File: config.mk
export PLATFORM = sky130hd
export DESIGN_NAME = astlb
export DESIGN_NICKNAME = d
export VERILOG_FILES = /design/src/rtl/astlb_pkg.sv /design/src/rtl/astlb_opsel.sv /design/src/rtl/astlb_entry.sv /design/src/rtl/astlb_prio.sv /design/src/rtl/astlb_victim.sv /design/src/rtl/astlb.sv
export SDC_FILE = /design/constraint.sdc
export NUM_CORES = 2
export LEC_CHECK = 0
export BUFFER_PORTS_ARGS = -buffer_cell sky130_fd_sc_hd__clkbuf_2
export CORE_ASPECT_RATIO = 0.9
export CORE_MARGIN = 4
export CORE_UTILIZATION = 45
export DETAILED_ROUTE_END_ITERATION = 7
export PLACE_DENSITY_LB_ADDON = 0.05
export SKIP_CTS_REPAIR_TIMING = 1
export SLEW_MARGIN = 20
export SYNTH_ARGS = -nofsm -noshare
export SYNTH_HDL_FRONTEND = slang
export SYNTH_SLANG_ARGS = --single-unit
File: constraint.sdc
create_clock -name clk -period 5.4 [get_ports clk]
set_input_delay 1.08 -clock clk [delete_from_list [all_inputs] [get_ports clk]]
set_output_delay 1.08 -clock clk [all_outputs]
set_load 0.02 [all_outputs]
File: src/rtl/astlb_pkg.sv
// Shared definitions for the translation buffer.
// Assumes: only one state-changing operation is applied per cycle.
package astlb_pkg;
    typedef enum logic [2:0] {
        OP_NONE      = 3'd0,
        OP_CLR_ALL   = 3'd1,
        OP_CLR_LOCAL = 3'd2,
        OP_CLR_PAGE  = 3'd3,
        OP_FILL      = 3'd4
    } tlb_op_t;
endpackage

File: src/rtl/astlb_opsel.sv
// Reduces the concurrent request lines to one operation per cycle.
// Assumes: priority is clear-all, clear-local, clear-page, then fill.
module astlb_opsel
    import astlb_pkg::*;
(
    input  logic    req_all,
    input  logic    req_local,
    input  logic    req_page,
    input  logic    req_fill,
    output tlb_op_t op
);
    // Fixed-priority choice of the operation to apply.
    always_comb begin
        if (req_all)        op = OP_CLR_ALL;
        else if (req_local) op = OP_CLR_LOCAL;
        else if (req_page)  op = OP_CLR_PAGE;
        else if (req_fill)  op = OP_FILL;
        else                op = OP_NONE;
    end
endmodule

File: src/rtl/astlb_entry.sv
// One translation slot: stores the fields and matches lookups and page flushes.
// Assumes: op is already decoded; sel marks this slot as the fill target.
module astlb_entry
    import astlb_pkg::*;
#(
    parameter int VPN_W = 20,
    parameter int PPN_W = 20,
    parameter int ASN_W = 8,
    parameter int MODES = 4
) (
    input  logic             clk,
    input  logic             rst_n,
    input  tlb_op_t          op,
    input  logic             sel,
    input  logic [VPN_W-1:0] w_vpn,
    input  logic [PPN_W-1:0] w_ppn,
    input  logic [ASN_W-1:0] w_asn,
    input  logic             w_glob,
    input  logic [MODES-1:0] w_rd,
    input  logic [MODES-1:0] w_wr,
    input  logic             w_frd,
    input  logic             w_fwr,
    input  logic [VPN_W-1:0] f_vpn,
    input  logic [ASN_W-1:0] f_asn,
    input  logic [VPN_W-1:0] q_vpn,
    input  logic [ASN_W-1:0] q_asn,
    output logic             valid,
    output logic [VPN_W-1:0] vpn,
    output logic [PPN_W-1:0] ppn,
    output logic [ASN_W-1:0] asn,
    output logic             glob,
    output logic [MODES-1:0] rd_en,
    output logic [MODES-1:0] wr_en,
    output logic             frd,
    output logic             fwr,
    output logic             q_match
);
    logic f_match;

    // Lookup match: valid, equal tag, and shared or same address space.
    assign q_match = valid && (vpn == q_vpn) && (glob || (asn == q_asn));
    // Page-flush match uses the same rule on the flush operands.
    assign f_match = valid && (vpn == f_vpn) && (glob || (asn == f_asn));

    // Slot state update for fill and the three invalidation kinds.
    always_ff @(posedge clk) begin
        if (!rst_n || op == OP_CLR_ALL) begin
            valid <= 1'b0;
            vpn   <= '0;
            ppn   <= '0;
            asn   <= '0;
            glob  <= 1'b0;
            rd_en <= '0;
            wr_en <= '0;
            frd   <= 1'b0;
            fwr   <= 1'b0;
        end else if (op == OP_FILL && sel) begin
            valid <= 1'b1;
            vpn   <= w_vpn;
            ppn   <= w_ppn;
            asn   <= w_asn;
            glob  <= w_glob;
            rd_en <= w_rd;
            wr_en <= w_wr;
            frd   <= w_frd;
            fwr   <= w_fwr;
        end else if (op == OP_CLR_LOCAL && !glob) begin
            valid <= 1'b0;
        end else if (op == OP_CLR_PAGE && f_match) begin
            valid <= 1'b0;
        end
    end
endmodule

File: src/rtl/astlb_prio.sv
// Lowest-index-first encoder over the per-slot match lines.
// Assumes: N >= 2.
module astlb_prio #(
    parameter int N     = 8,
    parameter int IDX_W = 3
) (
    input  logic [N-1:0]     m,
    output logic             any,
    output logic [IDX_W-1:0] idx
);
    // Scan from the top down so that the lowest set bit is the last written.
    always_comb begin
        any = |m;
        idx = '0;
        for (int i = N - 1; i >= 0; i--) begin
            if (m[i]) idx = IDX_W'(i);
        end
    end
endmodule

File: src/rtl/astlb_victim.sv
// Round-robin replacement pointer with wrap at the last slot.
// Assumes: clr wins over step.
module astlb_victim #(
    parameter int N     = 8,
    parameter int IDX_W = 3
) (
    input  logic             clk,
    input  logic             rst_n,
    input  logic             clr,
    input  logic             step,
    output logic [IDX_W-1:0] ptr
);
    localparam logic [IDX_W-1:0] LAST = IDX_W'(N - 1);

    // Pointer update: clear, advance with wrap, or hold.
    always_ff @(posedge clk) begin
        if (!rst_n || clr)  ptr <= '0;
        else if (step)      ptr <= (ptr == LAST) ? '0 : ptr + 1'b1;
    end
endmodule

File: src/rtl/astlb.sv
// Fully associative translation buffer tagged by address-space number.
// Lookup is combinational; fill and flushes act at the rising clock edge.
// Assumes: synchronous active-low reset; ENTRIES >= 2.
module astlb
    import astlb_pkg::*;
#(
    parameter int ENTRIES = 8,
    parameter int VPN_W   = 20,
    parameter int PPN_W   = 20,
    parameter int ASN_W   = 8,
    parameter int OFF_W   = 13,
    parameter int MODES   = 4,
    localparam int IDX_W  = $clog2(ENTRIES),
    localparam int PA_W   = PPN_W + OFF_W
) (
    input  logic             clk,
    input  logic             rst_n,
    input  logic [VPN_W-1:0] lk_vpn,
    input  logic [ASN_W-1:0] lk_asn,
    input  logic [OFF_W-1:0] lk_off,
    output logic             lk_hit,
    output logic [IDX_W-1:0] lk_idx,
    output logic [PPN_W-1:0] lk_ppn,
    output logic [ASN_W-1:0] lk_asn_o,
    output logic             lk_glob,
    output logic [MODES-1:0] lk_rd_en,
    output logic [MODES-1:0] lk_wr_en,
    output logic             lk_flt_rd,
    output logic             lk_flt_wr,
    output logic [PA_W-1:0]  lk_paddr,
    input  logic             ins_valid,
    input  logic [VPN_W-1:0] ins_vpn,
    input  logic [PPN_W-1:0] ins_ppn,
    input  logic [ASN_W-1:0] ins_asn,
    input  logic             ins_glob,
    input  logic [MODES-1:0] ins_rd_en,
    input  logic [MODES-1:0] ins_wr_en,
    input  logic             ins_flt_rd,
    input  logic             ins_flt_wr,
    input  logic             fl_all,
    input  logic             fl_nonglob,
    input  logic             fl_addr,
    input  logic [VPN_W-1:0] fl_vpn,
    input  logic [ASN_W-1:0] fl_asn,
    input  logic             vic_adv,
    output logic [IDX_W-1:0] vic_idx,
    output logic             vic_valid,
    output logic [VPN_W-1:0] vic_vpn,
    output logic [PPN_W-1:0] vic_ppn
);
    tlb_op_t                     op;
    logic [ENTRIES-1:0]          ent_valid;
    logic [ENTRIES-1:0]          ent_glob;
    logic [ENTRIES-1:0]          ent_frd;
    logic [ENTRIES-1:0]          ent_fwr;
    logic [ENTRIES-1:0]          ent_match;
    logic [ENTRIES-1:0][VPN_W-1:0] ent_vpn;
    logic [ENTRIES-1:0][PPN_W-1:0] ent_ppn;
    logic [ENTRIES-1:0][ASN_W-1:0] ent_asn;
    logic [ENTRIES-1:0][MODES-1:0] ent_rd;
    logic [ENTRIES-1:0][MODES-1:0] ent_wr;
    logic                        hit_any;
    logic [IDX_W-1:0]            hit_idx;

    astlb_opsel u_opsel (
        .req_all   (fl_all),
        .req_local (fl_nonglob),
        .req_page  (fl_addr),
        .req_fill  (ins_valid),
        .op        (op)
    );

    astlb_victim #(.N(ENTRIES), .IDX_W(IDX_W)) u_victim (
        .clk   (clk),
        .rst_n (rst_n),
        .clr   (op == OP_CLR_ALL),
        .step  ((op == OP_FILL) || vic_adv),
        .ptr   (vic_idx)
    );

    for (genvar g = 0; g < ENTRIES; g++) begin : g_slot
        astlb_entry #(
            .VPN_W(VPN_W), .PPN_W(PPN_W), .ASN_W(ASN_W), .MODES(MODES)
        ) u_entry (
            .clk     (clk),
            .rst_n   (rst_n),
            .op      (op),
            .sel     (vic_idx == IDX_W'(g)),
            .w_vpn   (ins_vpn),
            .w_ppn   (ins_ppn),
            .w_asn   (ins_asn),
            .w_glob  (ins_glob),
            .w_rd    (ins_rd_en),
            .w_wr    (ins_wr_en),
            .w_frd   (ins_flt_rd),
            .w_fwr   (ins_flt_wr),
            .f_vpn   (fl_vpn),
            .f_asn   (fl_asn),
            .q_vpn   (lk_vpn),
            .q_asn   (lk_asn),
            .valid   (ent_valid[g]),
            .vpn     (ent_vpn[g]),
            .ppn     (ent_ppn[g]),
            .asn     (ent_asn[g]),
            .glob    (ent_glob[g]),
            .rd_en   (ent_rd[g]),
            .wr_en   (ent_wr[g]),
            .frd     (ent_frd[g]),
            .fwr     (ent_fwr[g]),
            .q_match (ent_match[g])
        );
    end

    astlb_prio #(.N(ENTRIES), .IDX_W(IDX_W)) u_prio (
        .m   (ent_match),
        .any (hit_any),
        .idx (hit_idx)
    );

    // Return the chosen slot's fields, zero on a miss.
    always_comb begin
        lk_hit    = hit_any;
        lk_idx    = hit_idx;
        lk_ppn    = hit_any ? ent_ppn[hit_idx] : '0;
        lk_asn_o  = hit_any ? ent_asn[hit_idx] : '0;
        lk_glob   = hit_any & ent_glob[hit_idx];
        lk_rd_en  = hit_any ? ent_rd[hit_idx] : '0;
        lk_wr_en  = hit_any ? ent_wr[hit_idx] : '0;
        lk_flt_rd = hit_any & ent_frd[hit_idx];
        lk_flt_wr = hit_any & ent_fwr[hit_idx];
        lk_paddr  = {lk_ppn, lk_off};
    end

    // Expose the slot under the replacement pointer.
    always_comb begin
        vic_valid = ent_valid[vic_idx];
        vic_vpn   = ent_vpn[vic_idx];
        vic_ppn   = ent_ppn[vic_idx];
    end
endmodule

======== After elaboration in Yosys (flattened, before gate mapping) ========
Index checks and enable logic that the tools add are counted.
operators by class
  bitwise operators ....................... 3
  magnitude comparators ................... 2
  reductions and logical operators ........ 93
  equal/unequal tests ..................... 43
  add/sub/neg operators ................... 1
  div/mod/pow operators ................... 0
  multiplexer cells ....................... 61
  shifts and indexed selects .............. 0
  multiply operators ...................... 0
operators by type and width
  operator                                                     count
  == test 20 bit                                               16
  binary-select mux 20 bit (select 3 bit)                      3
  == test 8 bit                                                16
  2-to-1 mux 20 bit                                            4
  logical AND 1 bit                                            56
  2-to-1 mux 3 bit                                             13
  2-to-1 mux 1 bit                                             28
  binary-select mux 4 bit (select 3 bit)                       2
  binary-select mux 8 bit (select 3 bit)                       1
  nonzero test 3 bit                                           8
  logical OR 1 bit                                             18
  2-to-1 mux 4 bit                                             4
  2-to-1 mux 8 bit                                             2
  == test 3 bit (second input constant)                        5
  binary-select mux 1 bit (select 3 bit)                       4
  == test 3 x 2 -> 1 bit (second input constant)               4
  zero test 1 bit                                              9
  less-than comparator 3 x 4 -> 1 bit (second input constant)  2
  OR reduction 8 bit                                           1
  == test 3 x 1 -> 1 bit (second input constant)               2
  adder 3 x 1 -> 3 bit (second input constant)                 1
  bitwise AND 1 bit                                            3
  zero test 3 bit                                              1
storage, ports and cells
  bits in writable memories ............... 0
  memory bits (read-only) ................. 0
  memories ................................ 0
  word-level logic and storage cells ...... 276
  bits in latches ......................... 0
  input bits .............................. 135
  output and inout port bits .............. 120
  flip-flop bits (word level) ............. 483

======== Longest topological paths before layout ========
  depth in word-level cells ............... 14
  mapped depth ............................ 16
  depth with buffers taken out ............ 11

======== Modules after synthesis ========
From an unflattened synthesis, not the netlist that was laid out.
second synthesis, totals
  cell total of the unflattened synthesis .. 3248
  area, all modules ....................... 27523.9 um^2
by module, submodules not included
  module        seq. area each (um^2)  cells an instance  area each (um^2)  times used
  astlb_entry   1201.2                 344                2717.6            8
  astlb         0.0                    464                5519.0            1
  astlb_victim  60.1                   14                 147.6             1
  astlb_prio    0.0                    13                 81.3              1
  astlb_opsel   0.0                    5                  35.0              1

======== Worst setup path after synthesis ========
OpenSTA, ideal clock, no wires.
  kind .................................... input port to output port
  from .................................... input port lk_vpn[4]
  to ...................................... output port lk_ppn[15]
  data required time ...................... 4.320 ns
  arrival ................................. 4.155 ns
  setup slack ............................. 0.165 ns
  stages on the path ...................... 15
  cells stage by stage .................... buf_2 xor2_1 nor4_1 nand4_1 or4_1 a21boi_1 o21ai_2 a21o_1 buf_6 nand2_4 buf_6 buf_8 mux2_4 o22ai_1 buf_4
on the way
  longest elaborated chain between the ends .. 14
  elaborated cells on any way between the ends .. 36
ends and longest elaborated chain
  item                                     RTL line           RTL
  from (decl)                              astlb.sv:18        input logic [VPN_W-1:0] lk_vpn,
  == test 20 bit                           astlb_entry.sv:41  assign q_match = valid && (vpn == q_vpn) && (glob || (asn == q_asn));
  logical AND 1 bit (2 in a row)           astlb_entry.sv:41
  2-to-1 mux 3 bit (8 in a row)            astlb_prio.sv:16   if (m[i]) idx = IDX_W'(i);
  binary-select mux 20 bit (select 3 bit)  astlb.sv:124       lk_ppn = hit_any ? ent_ppn[hit_idx] : '0;
  2-to-1 mux 20 bit (not written as such)  astlb.sv:124
  2-to-1 mux 20 bit *                      astlb.sv:124
  to (decl)                                astlb.sv:23        output logic [PPN_W-1:0] lk_ppn,
Mark *: on every way between the ends. The rest lies on a longest branch, timed or not. The select of a mux whose other input is x is not followed.

======== Worst setup path after layout ========
  from .................................... input port lk_vpn[3]
  to ...................................... output port lk_rd_en[3]
on the way
  longest elaborated chain between the ends .. 14
  elaborated cells on any way between the ends .. 36
ends and longest elaborated chain
  item                                    RTL line           RTL
  == test 20 bit                          astlb_entry.sv:41
  logical AND 1 bit (2 in a row)          astlb_entry.sv:41
  2-to-1 mux 3 bit (8 in a row)           astlb_prio.sv:16
  binary-select mux 4 bit (select 3 bit)  astlb.sv:127       lk_rd_en = hit_any ? ent_rd[hit_idx] : '0;
  2-to-1 mux 4 bit (not written as such)  astlb.sv:127
  2-to-1 mux 4 bit *                      astlb.sv:127
  to (decl)                               astlb.sv:26        output logic [MODES-1:0] lk_rd_en,
Marks and branches as above.

==> out/results.ini <==
[status]
status=completed

[clocking]
clk_latency_ns=0.63
h-tree-depth=2
clk_pin_slew_ns=0.06
clock_path_buffers=3
cts_root_buf=clkbuf_16
cts-buffers-inserted=53
cts_tree=yes
cts.sinks=483

[logic_synthesis]
ys.flop_type=dfxtp_1
syn_area_per_cell_um2=7.865
synth-edff-count=0
ys_warn_count=0
ys_async_sr_fraction=0
synth_area_leader_cell=dfxtp_1
ys_seq_elements=483
netlist_area_mm2=0.02774
ys_types=48
synth_area_leaders=dfxtp_1, nand2_1, a21oi_1
synth_seq_area_share=0.3485
syn_nets=3668
synth_top_area_frac=0.3485
netlist_instances=3527

[floorplan]
dieHeight_um=243.6
start_util=0.4539
pin_count=255
fp.dieW_um=269.7
row_count=86
core-area_mm2=0.06112
die_area_mm2=0.06569

[sta]
hold_violations=0
tns_ns=0
setup_slack_ns=0.006230
fin_crit_sh=0.9988
skew_ns=0.01645
rsz0062_at_grt=true
finalSetupViolCount=0
slew_headroom=0.2362
worst_pin_slew_ns=1.146
min_period_ns=5.394
fmax_mhz=185.4
maxSlewViolCount=0

[run]
timing.max_cap.violations=0

[route]
vias=26510
drt_iter0_markers=2724
ant_nets=0
via_per_inst=5.979
wl_per_cell_um=26.83
drcViolationCount=0
wl_um=118900
dr.pass1.iters=5

[placed_design]
dp_slack_ns=-0.06645
dp_hpwl_um=80810
place.gp.congestion=1.062
portBuffers=228

[pwr]
clockPowerShare=0.505
power.density_mw_per_mm2=262.4
ir_drop_uv=274.3
leakage_uw=0.01158
intPower_uw=6345
combPwrFrac=0.066
power_switching_uw=2020
power.switching_fraction=0.2415
seq_power_share=0.428

[worst_setup_path]
cp.required_ns=4.32
worst_setup_path_start_kind=input port
cp.arrival_ns=4.31
cp_max_fo=10
crit_type=input port to output port
cp-end-kind=output port
r2r_cells=6

[global_route]
track_usage=0.3473
grt_max_degree=117
grt_pass1_wl_um=173400
grt-ovfl-total=0
grt_pass1_vias=25410
antenna_found_initial=5

[cells_and_area]
finalNetCount=3739
mostFrequentLayoutCells=nand2_1, a21oi_1, dfxtp_1
drive_gt1_frac=0.1857
syn2layout_area_growth_pct=14.93
layout_commonest_cell=nand2_1

[worst_hold_path]
hp-class=flop to flop
min_path_cells=2

[worst paths after layout]
path                                      startpoint                                       to  slack [ns]
min          g_slot[4].u_entry.wr_en[2]$_SDFFE_PP0P_  g_slot[4].u_entry.wr_en[2]$_SDFFE_PP0P_        0.45
max reg2reg             u_victim.ptr[0]$_SDFFE_PP0P_    g_slot[5].u_entry.vpn[0]$_SDFFE_PP0P_        2.12
min reg2reg  g_slot[4].u_entry.wr_en[2]$_SDFFE_PP0P_  g_slot[4].u_entry.wr_en[2]$_SDFFE_PP0P_        0.45
max                                        lk_vpn[3]                              lk_rd_en[3]       0.006
[metal layers]
layer  vias to the layer above  global-route usage  wire (µm)
li1                      12000                   -          -
met1                     12950              0.4699      49140
met2                      1305              0.5672      55630
met3                       235             0.05426       9758
met4                         8              0.1225       4352
met5                         -                   0         49
[worst max-delay path, cell delays in order]
cell and delay [ns]:
clkbuf_2 0.13, buf_4 0.18, xor2_1 0.15, nor4_1 0.47, nand4_1 0.27, or3_1 0.51
o21ai_2 0.13, a21o_1 0.20, nand2_4 0.12, buf_4 0.17, clkbuf_16 0.17, mux2i_1 0.12
o2111ai_1 0.35, clkbuf_2 0.25
[logic make-up (layout without fill, tap and decap cells)]
group / count (synthesis) / count (layout) / share of synthesized area
buf+inv: 399 / 512 / 0.07113
compound gates: 713 / 713 / 0.1478
flops: 483 / 483 / 0.3485
other cells: 0 / 1 / 0
xor+xnor: 448 / 448 / 0.1414
fa+ha+maj: 6 / 6 / 0.002706
simple gates: 1357 / 1357 / 0.2051
mux: 121 / 121 / 0.08321
[power by group through the flow]
stage                     Clock, µW  Sequential, µW  Combinational [µW]
final                          4230            3580                 555
after global routing           4430            3580                 582
after CTS                      4270            3580                 542
after detailed placement          0            3660                 538
after global placement            0            3660                 539
after floorplan                   0            3650                 386
[stage by stage]
stage / util / hold WS [ns] / cell area, µm² / total power (µW) / instances
6_report: 0.5217 / 0.4501 / 31880 / 8366 / 4433
5_1_grt: 0.5217 / 0.4661 / 31880 / 8593 / 4433
4_1_cts: 0.5186 / 0.4510 / 31700 / 8395 / 4427
3_5_place_dp: 0.4853 / 0.4424 / 29660 / 4201 / 4330
3_3_place_gp: 0.4853 / 0.4377 / 29660 / 4202 / 4330
2_1_floorplan: - / 0.4319 / 27740 / 4037 / 3527
[Yosys cell counts, drive strengths merged (17+ instances only)]
library cell / number
nand2: 1103
a21oi: 557
dfxtp: 483
xor2: 252
clkbuf: 234
xnor2: 196
buf: 156
mux4: 82
nor4: 67
and3: 60
nand4: 56
a221oi: 54
mux2: 27
o22ai: 27
o21ai: 21
nor3: 20
nand3: 17
[area by class of cell]
type | count | area (µm²)
Antenna cell | 1 | 2.502
Timing Repair Buffer | 406 | 2793
Inverter | 9 | 33.78
Multi-Input combinational cell | 2645 | 16350
Fill cell | 5935 | 29240
Sequential cell | 483 | 9678
Tap cell | 792 | 991.0
Clock buffer | 68 | 1463
Clock inverter | 29 | 570.5
[sequential cells by signal, summed over array words and instances, names as in the netlist]
signal                cells
g_slot.u_entry.asn       64
g_slot.u_entry.wr_en     32
g_slot.u_entry.ppn      160
g_slot.u_entry.valid      8
g_slot.u_entry.frd        8
g_slot.u_entry.rd_en     32
g_slot.u_entry.vpn      160
g_slot.u_entry.glob       8
u_victim.ptr              3
g_slot.u_entry.fwr        8
Power figures use the tool's default switching activity.
